$ cat config.mk
export PLATFORM = sky130hd
export DESIGN_NAME = sdram_init_seq
export DESIGN_NICKNAME = d
export VERILOG_FILES = /design/src/rtl/sdram_init_pkg.sv /design/src/rtl/sdram_init_gap.sv /design/src/rtl/sdram_init_cmd_enc.sv /design/src/rtl/sdram_init_seq.sv
export SDC_FILE = /design/constraint.sdc
export NUM_CORES = 1
export LEC_CHECK = 0
export BUFFER_PORTS_ARGS = -buffer_cell sky130_fd_sc_hd__buf_2
export CORE_ASPECT_RATIO = 1.4
export CORE_MARGIN = 1
export CORE_UTILIZATION = 30
export DETAILED_ROUTE_END_ITERATION = 12
export GPL_ROUTABILITY_DRIVEN = 0
export HOLD_SLACK_MARGIN = 0.05
export PLACE_DENSITY_LB_ADDON = 0.05
export SYNTH_ARGS = -nofsm -noshare
export SYNTH_HDL_FRONTEND = slang
export SYNTH_HIERARCHICAL = 1
export SYNTH_SLANG_ARGS = --single-unit
$ cat constraint.sdc
create_clock -name clk -period 2.2 [get_ports clk]
set_clock_uncertainty 0.15 [all_clocks]
set_input_delay 0.22 -clock clk [delete_from_list [all_inputs] [get_ports clk]]
set_output_delay 0.22 -clock clk [all_outputs]
set_load 0.02 [all_outputs]
$ cat src/rtl/sdram_init_pkg.sv
package sdram_init_pkg;

    typedef enum logic [2:0] {
        STP_STABLE = 3'd0,
        STP_PRE    = 3'd1,
        STP_REF_A  = 3'd2,
        STP_REF_B  = 3'd3,
        STP_MODE   = 3'd4,
        STP_EXT    = 3'd5,
        STP_READY  = 3'd6
    } step_e;

    typedef struct packed {
        logic cs_n;
        logic ras_n;
        logic cas_n;
        logic we_n;
    } pins_t;

    localparam pins_t PINS_NOP  = '{cs_n: 1'b0, ras_n: 1'b1, cas_n: 1'b1, we_n: 1'b1};
    localparam pins_t PINS_PRE  = '{cs_n: 1'b0, ras_n: 1'b0, cas_n: 1'b1, we_n: 1'b0};
    localparam pins_t PINS_REF  = '{cs_n: 1'b0, ras_n: 1'b0, cas_n: 1'b0, we_n: 1'b1};
    localparam pins_t PINS_LOAD = '{cs_n: 1'b0, ras_n: 1'b0, cas_n: 1'b0, we_n: 1'b0};

    // Rounds a time in picoseconds up to whole clocks, never below floor_clks.
    function automatic int unsigned ps_to_clks(longint unsigned t_ps,
                                               longint unsigned per_ps,
                                               int unsigned floor_clks);
        longint unsigned q;
        q = (t_ps + per_ps - 64'd1) / per_ps;
        if (q < longint'(floor_clks))
            return floor_clks;
        return int'(q);
    endfunction

endpackage

$ cat src/rtl/sdram_init_gap.sv
// Reload value of the step counter on entry into a step.
module sdram_init_gap
    import sdram_init_pkg::*;
#(
    parameter int unsigned N_STABLE = 1,
    parameter int unsigned N_RP     = 1,
    parameter int unsigned N_RFC    = 1,
    parameter int unsigned N_MRD    = 2,
    parameter int unsigned CNT_W    = 4
) (
    input  step_e             step_in,
    output logic [CNT_W-1:0]  load_o
);

    always_comb begin
        unique case (step_in)
            STP_STABLE: load_o = CNT_W'(N_STABLE);
            STP_PRE:    load_o = CNT_W'(N_RP - 1);
            STP_REF_A,
            STP_REF_B:  load_o = CNT_W'(N_RFC - 1);
            STP_MODE,
            STP_EXT:    load_o = CNT_W'(N_MRD - 1);
            default:    load_o = '0;
        endcase
    end

endmodule

$ cat src/rtl/sdram_init_cmd_enc.sv
// Maps the current step and its issue flag onto the memory command pins.
module sdram_init_cmd_enc
    import sdram_init_pkg::*;
#(
    parameter int unsigned ADDR_W = 13,
    parameter int unsigned BANK_W = 2,
    parameter int unsigned AP_BIT = 10
) (
    input  step_e              step_in,
    input  logic               issue,
    input  logic [ADDR_W-1:0]  mode_op,
    input  logic [ADDR_W-1:0]  ext_op,
    output pins_t              pins_o,
    output logic [BANK_W-1:0]  ba_o,
    output logic [ADDR_W-1:0]  addr_o
);

    localparam logic [BANK_W-1:0] BA_BASE = '0;
    localparam logic [BANK_W-1:0] BA_EXT  = BANK_W'(2);
    localparam logic [ADDR_W-1:0] ALL_BANKS = ADDR_W'(1) << AP_BIT;

    always_comb begin
        pins_o = PINS_NOP;
        ba_o   = '0;
        addr_o = '0;
        if (issue) begin
            unique case (step_in)
                STP_PRE: begin
                    pins_o = PINS_PRE;
                    addr_o = ALL_BANKS;
                end
                STP_REF_A,
                STP_REF_B: pins_o = PINS_REF;
                STP_MODE: begin
                    pins_o = PINS_LOAD;
                    ba_o   = BA_BASE;
                    addr_o = mode_op;
                end
                STP_EXT: begin
                    pins_o = PINS_LOAD;
                    ba_o   = BA_EXT;
                    addr_o = ext_op;
                end
                default: pins_o = PINS_NOP;
            endcase
        end
    end

endmodule

$ cat src/rtl/sdram_init_seq.sv
module sdram_init_seq
    import sdram_init_pkg::*;
#(
    parameter int unsigned CLK_PERIOD_PS = 20000,
    parameter int unsigned T_STABLE_NS   = 200000,
    parameter int unsigned T_RP_NS       = 18,
    parameter int unsigned T_RFC_NS      = 110,
    parameter int unsigned MRD_CLKS      = 2,
    parameter int unsigned ADDR_W        = 13,
    parameter int unsigned BANK_W        = 2,
    parameter int unsigned AP_BIT        = 10
) (
    input  logic              clk,
    input  logic              rst_n,
    input  logic              dpd_exit_req,
    input  logic [ADDR_W-1:0] mode_op,
    input  logic [ADDR_W-1:0] ext_op,
    output logic              cke,
    output logic              cs_n,
    output logic              ras_n,
    output logic              cas_n,
    output logic              we_n,
    output logic [BANK_W-1:0] ba,
    output logic [ADDR_W-1:0] addr,
    output logic              ready
);

    // elaboration-time conversion of times into clocks
    localparam int unsigned N_STABLE = ps_to_clks(longint'(T_STABLE_NS) * 64'd1000, longint'(CLK_PERIOD_PS), 1);
    localparam int unsigned N_RP     = ps_to_clks(longint'(T_RP_NS) * 64'd1000, longint'(CLK_PERIOD_PS), 1);
    localparam int unsigned N_RFC    = ps_to_clks(longint'(T_RFC_NS) * 64'd1000, longint'(CLK_PERIOD_PS), 1);
    localparam int unsigned N_MRD    = (MRD_CLKS < 2) ? 2 : MRD_CLKS;
    localparam int unsigned N_MAX_A  = (N_RP > N_RFC) ? N_RP : N_RFC;
    localparam int unsigned N_MAX_B  = (N_MAX_A > N_MRD) ? N_MAX_A : N_MRD;
    localparam int unsigned N_MAX    = (N_MAX_B > N_STABLE) ? N_MAX_B : N_STABLE;
    localparam int unsigned CNT_W    = $clog2(N_MAX + 1);

    typedef struct packed {
        step_e            step;
        logic [CNT_W-1:0] cnt;
        logic             issue;
        logic             cke;
        logic             ready;
    } seq_t;

    seq_t             st_d, st_q;
    step_e            step_nxt;
    logic [CNT_W-1:0] gap_load;
    pins_t            pins;

    assign step_nxt = (st_q.step == STP_READY) ? STP_READY : step_e'(st_q.step + 3'd1);

    sdram_init_gap #(
        .N_STABLE (N_STABLE),
        .N_RP     (N_RP),
        .N_RFC    (N_RFC),
        .N_MRD    (N_MRD),
        .CNT_W    (CNT_W)
    ) u_gap (
        .step_in (step_nxt),
        .load_o  (gap_load)
    );

    always_comb begin
        st_d       = st_q;
        st_d.issue = 1'b0;
        st_d.cke   = 1'b1;
        if (dpd_exit_req) begin
            st_d.step  = STP_STABLE;
            st_d.cnt   = CNT_W'(N_STABLE);
            st_d.ready = 1'b0;
        end else if (st_q.step != STP_READY) begin
            if (st_q.cnt != '0) begin
                st_d.cnt = st_q.cnt - 1'b1;
            end else begin
                st_d.step  = step_nxt;
                st_d.cnt   = gap_load;
                st_d.issue = (step_nxt != STP_READY);
                st_d.ready = (step_nxt == STP_READY);
            end
        end
    end

    always_ff @(posedge clk or negedge rst_n) begin
        if (!rst_n) begin
            st_q.step  <= STP_STABLE;
            st_q.cnt   <= CNT_W'(N_STABLE);
            st_q.issue <= 1'b0;
            st_q.cke   <= 1'b0;
            st_q.ready <= 1'b0;
        end else begin
            st_q <= st_d;
        end
    end

    sdram_init_cmd_enc #(
        .ADDR_W (ADDR_W),
        .BANK_W (BANK_W),
        .AP_BIT (AP_BIT)
    ) u_enc (
        .step_in (st_q.step),
        .issue   (st_q.issue),
        .mode_op (mode_op),
        .ext_op  (ext_op),
        .pins_o  (pins),
        .ba_o    (ba),
        .addr_o  (addr)
    );

    assign cs_n  = pins.cs_n;
    assign ras_n = pins.ras_n;
    assign cas_n = pins.cas_n;
    assign we_n  = pins.we_n;
    assign cke   = st_q.cke;
    assign ready = st_q.ready;

endmodule

* Yosys cells after proc, flatten, opt, wreduce, memory -nomap -nowiden *
Cells that the tools add are included.

word-level totals
  register bits after elaboration = 20
  bits of input ports = 29
  output and inout port bits = 21
  logic and storage cells = 46

cells by class
  add/subtract/negate cells = 2
  equality and inequality tests = 14
  multiplexer cells = 17
  reductions and logical operators = 8

operator list
  cell                     number
  $pmux W14 S3             1
  $pmux W13 S3             1
  $eq A3 B3 Y1 const B     6
  $mux W18                 1
  $mux W17                 1
  $mux W14                 1
  $reduce_bool A14 Y1      1
  $sub A14 B1 Y14 const B  1
  $mux W13                 1
  $eq A3 B2 Y1 const B     4
  $pmux W3 S3              1
  $reduce_or A2 Y1         4
  $mux W3                  2
  $ne A3 B3 Y1 const B     2
  $mux W1                  5
  $mux W2                  2
  $mux W4                  1
  $add A3 B1 Y3 const B    1
  $eq A3 B1 Y1 const B     1
  $logic_not A3 Y1         1
  $ne A2 B2 Y1 const B     1
  $reduce_and A2 Y1        1
  $reduce_bool A2 Y1       1

* Longest topological paths before layout *
  depth after elaboration = 8
  gate-level depth with buffers = 9
  mapped depth without buffers = 9

* Hierarchy *
Netlist, hierarchy kept.

by module, submodules not included
  module              instances  cells an instance  area an instance (um^2)  sequential area each (um^2)
  sdram_init_seq      1          138                1306.3                   506.7
  sdram_init_cmd_enc  1          44                 319.1                    0.0
  sdram_init_gap      1          16                 116.4                    0.0

* Worst setup path before layout *
Ideal clock, no wire load.

  path type = register -> register
  from = register st_q[3] in the netlist's numbering
  to = register st_q[13] in the netlist's numbering
  setup time = 84 ps
  data arrival time = 1762 ps
  data required time = 1966 ps
  setup slack = 204 ps
  stages on the path, launching flop included = 8
  buffers on the path = 1
  period minus slack after synthesis = 1996 ps
  path through = dfrtp_1 > inv_1 > ha_1 > or3b_1 > clkbuf_1 > o41a_1 > a211oi_1 > o21ai_1

on the way
  word-level cells in the longest chain between the ends = 4
  elaborated cells on any way between the ends = 5
  classes of those cells = add/sub: 1; mux: 3; reduce/logical: 1

RTL lines
  what                                                           RTL line                                    source
  from (decl)                                                    sdram_init_seq.sv:46                        seq_t st_d, st_q;
  from (signal assigned)                                         sdram_init_seq.sv:92                        st_q <= st_d;
  $sub A14 B1 Y14 / $reduce_bool A14 Y1 (equally long branches)  sdram_init_seq.sv:74, sdram_init_seq.sv:73
  $mux W14 *                                                     sdram_init_seq.sv:73                        if (st_q.cnt != '0) begin
  $mux W18 *                                                     sdram_init_seq.sv:72                        end else if (st_q.step != STP_READY) begin
  $mux W17 *                                                     sdram_init_seq.sv:68                        if (dpd_exit_req) begin

Every way passes the cells marked *; elsewhere a longest branch is shown, timed or not. The select of a mux whose other input is x is not followed.
A chain may end at the register's enable or synchronous reset.

* Worst setup path in the final report *
  from = register st_q[3] in the netlist's numbering
  to = register st_q[9] in the netlist's numbering

Same word-level chain as after synthesis.

==> flow_summary.yaml <==
run_status:
  status: "finished clean"
logic_synthesis:
  ys_types: 57
  yosys_warnings: 6
  synth_ff_type: "dfrtp_1"
  synth_edf_count: 0
  syn_area_per_cell_um2: 8.80
  synth-seq-area-share_pct: 29.1
  synth.most_common_cell: "nor2_1"
  ys_ff_latch: 20
  synthTopCellsByCount: "18 x nor2_1, 16 x mux2i_1, 15 x dfrtp_1"
  synthTopCellsByArea: "dfrtp_1 22%, mux2i_1 9.2%, dfstp_2 7.5%, buf_4 5.6%, nor2_1 3.9%"
  async_flop_share_pct: 100
  synth_top_cell_by_area: "dfrtp_1"
  synthesis.area_mm2: 0.00174
  synth_top_cell_area_share_pct: 21.6
  synthCells: 198
critical_path:
  rr_startpoint: "st_q[3]"
  end_kind: "flop"
  cp-start-kind: "flop"
  crit_fanout: 5
  r2r_cells: 7
  r2r-end: "st_q[9]"
  crit_arrival_ns: 2.04
  cp.required_ns: 2.18
  critical_path_class: "flop to flop"
  r2r_setup_slack_ns: 0.14
timing:
  rsz0062_at_grt: "no"
  finalCriticalPeriod_ns: 2.06
  tns_ns: 0
  final_max_slew_viol_count: 0
  fmax_ghz: 0.484
  hold_viol_final: 0
  period_share_pct: 93.9
  timing.hold.ws_ns: 0.244
  setup_violations: 0
min_path:
  hp-start: "dpd_exit_req"
  min_to: "st_q[18]"
  min_path_cells: 2
  hold_class: "input pin to flop"
global_route:
  grt_max_degree: 21
  grt_usage_pct: 15.8
  grt_use_met1_pct: 18.3
  antenna_found_initial: 0
  grt_pass1_vias: 1581
  busiest_layer: "met2"
  overflow: 0
  grt_pass1_wl_um: 7430
  grt_use_met3_pct: 1.74
  use_met2_pct: 28.6
cells_and_area:
  finalNonFillerCells: 316
  nNetsFinal: 283
  diodes: 0
  area_growth_pct: 20.2
  drive_gt1_share_pct: 37.1
  fin_util_pct: 37.6
  nFillCells: 596
die:
  fp.dieW_um: 66.4
  ios: 50
  dieArea_mm2: 0.00612
  initial_core_util_pct: 31.3
  core_area_mm2: 0.00557
  rows: 32
  die_h_um: 92.2
power:
  fin_total_pwr_mw: 0.930
  p_per_area_mw_per_mm2: 444
  irDropWorstVdd_v: 0.000256
  p_leak_nw: 0.953
clock_network:
  cts_root_buf: "clkbuf_8"
  htree_levels: 1
  clkLatencyLatePin_ns: 0.26
  cts_buffer_depth: 2
  clkTransAtPathRegs_ns: 0.08
  clock-sinks: 20
  cts_tree: "built"
  numCtsBuffers: 3
placement:
  dp_cells: 311
  dp_hpwl_um: 3510
  port_buffers: 47
route:
  viasPerCell: 5.03
  dr.pass1.iters: 4
  drc: 0
  ant_nets: 0
  dr.first_iter.drc_count: 50
  drt_wl_total_um: 4530
  wire_per_inst_um: 14.3
  vias: 1588
job:
  maxCapViolCount: 0
==> cell usage in the layout (no fill, tap or decap), drive strengths merged, types with 2 or more instances in the layout <==
cell type  instances
nor2b              4
inv               10
a21oi             11
o22ai              2
nor4               4
a311oi             3
or3                2
a211oi             3
dfstp              5
o21ai             12
o32ai              2
nor3               7
nand2b             2
dfrtp             15
ha                 5
nand3              5
nor2              21
conb              10
clkbuf             4
and3               3
mux2i             16
nand2              9
a31oi              2
a2bb2oi            6
buf               63
or4                3
==> critical path, cell delays in order (launching register included) <==
cell and delay [ns]:
dfrtp_1 0.41, inv_1 0.11, ha_1 0.21, or3b_1 0.41, buf_4 0.18, nor3_1 0.24, o21a_1 0.16, o32ai_1 0.07
==> worst max-delay path by stage <==
stage | from | end | slack, ns | cells past startpoint
2_1_floorplan | st_q[3] | st_q[13] | 0.20 | 7
3_3_place_gp | st_q[3] | st_q[9] | 0.1 | 7
3_5_place_dp | st_q[3] | st_q[9] | 0.13 | 7
4_1_cts | st_q[3] | st_q[9] | 0.12 | 7
5_1_grt | st_q[3] | st_q[9] | 0.02 | 7
6_report | st_q[3] | st_q[9] | 0.14 | 7
==> timing repair <==
item / CTS / global route
setup endpoints to repair: 0 / 2
buffers inserted: 0 / 0
hold buffers: 1 / 0
hold endpoints to repair: 15 / 0
gates resized for setup: 0 / 2
==> metrics by stage <==
stage	area, um2	setup slack (ns)
2_1_floorplan	1770	0.204
3_3_place_gp	2020	0.0997
3_5_place_dp	2020	0.127
4_1_cts	2090	0.120
5_1_grt	2090	0.0248
6_report	2090	0.135
==> flip-flops by register name, summed over array words and instances, names as in the netlist <==
| signal | flops |
|---|---|
| st_q | 18 |
| cke | 1 |
| ready | 1 |
==> power by group <==
part | switching (mW) | internal [mW]
clock network | 0.136 | 0.160
registers | 0.0323 | 0.394
logic | 0.109 | 0.0995
==> final cells by class <==
cell class | instances | area (um2) | area share [%]
Timing Repair Buffer | 64 | 365 | 17.5
Inverter | 10 | 37.5 | 1.79
Clock buffer | 4 | 55.1 | 2.63
Multi-Input combinational cell | 150 | 1040 | 49.9
Tap cell | 68 | 85.1 | 4.06
Sequential cell | 20 | 507 | 24.2
==> per-layer routing <==
metal,share of wire [%],vias to the layer above
met5,0,-
met4,2.0,0
met3,6.2,8
li1,-,792
met2,51,60
met1,41,728
==> cells by family (layout without fill, tap and decap cells) <==
logic type               Yosys count  after routing  share of synthesized area (%)
AND/OR/NAND/NOR                   67             67                           23.4
AO/OA/AOI/OAI                     50             50                           20.0
buffers and inverters             35             78                           12.9
flip-flops                        20             20                           29.1
multiplexers                      17             17                           9.84
adder cells (fa/ha/maj)            5              5                           3.59
other                              3             10                          0.647
XOR/XNOR                           1              1                          0.503
Power figures use the tool's default switching activity.
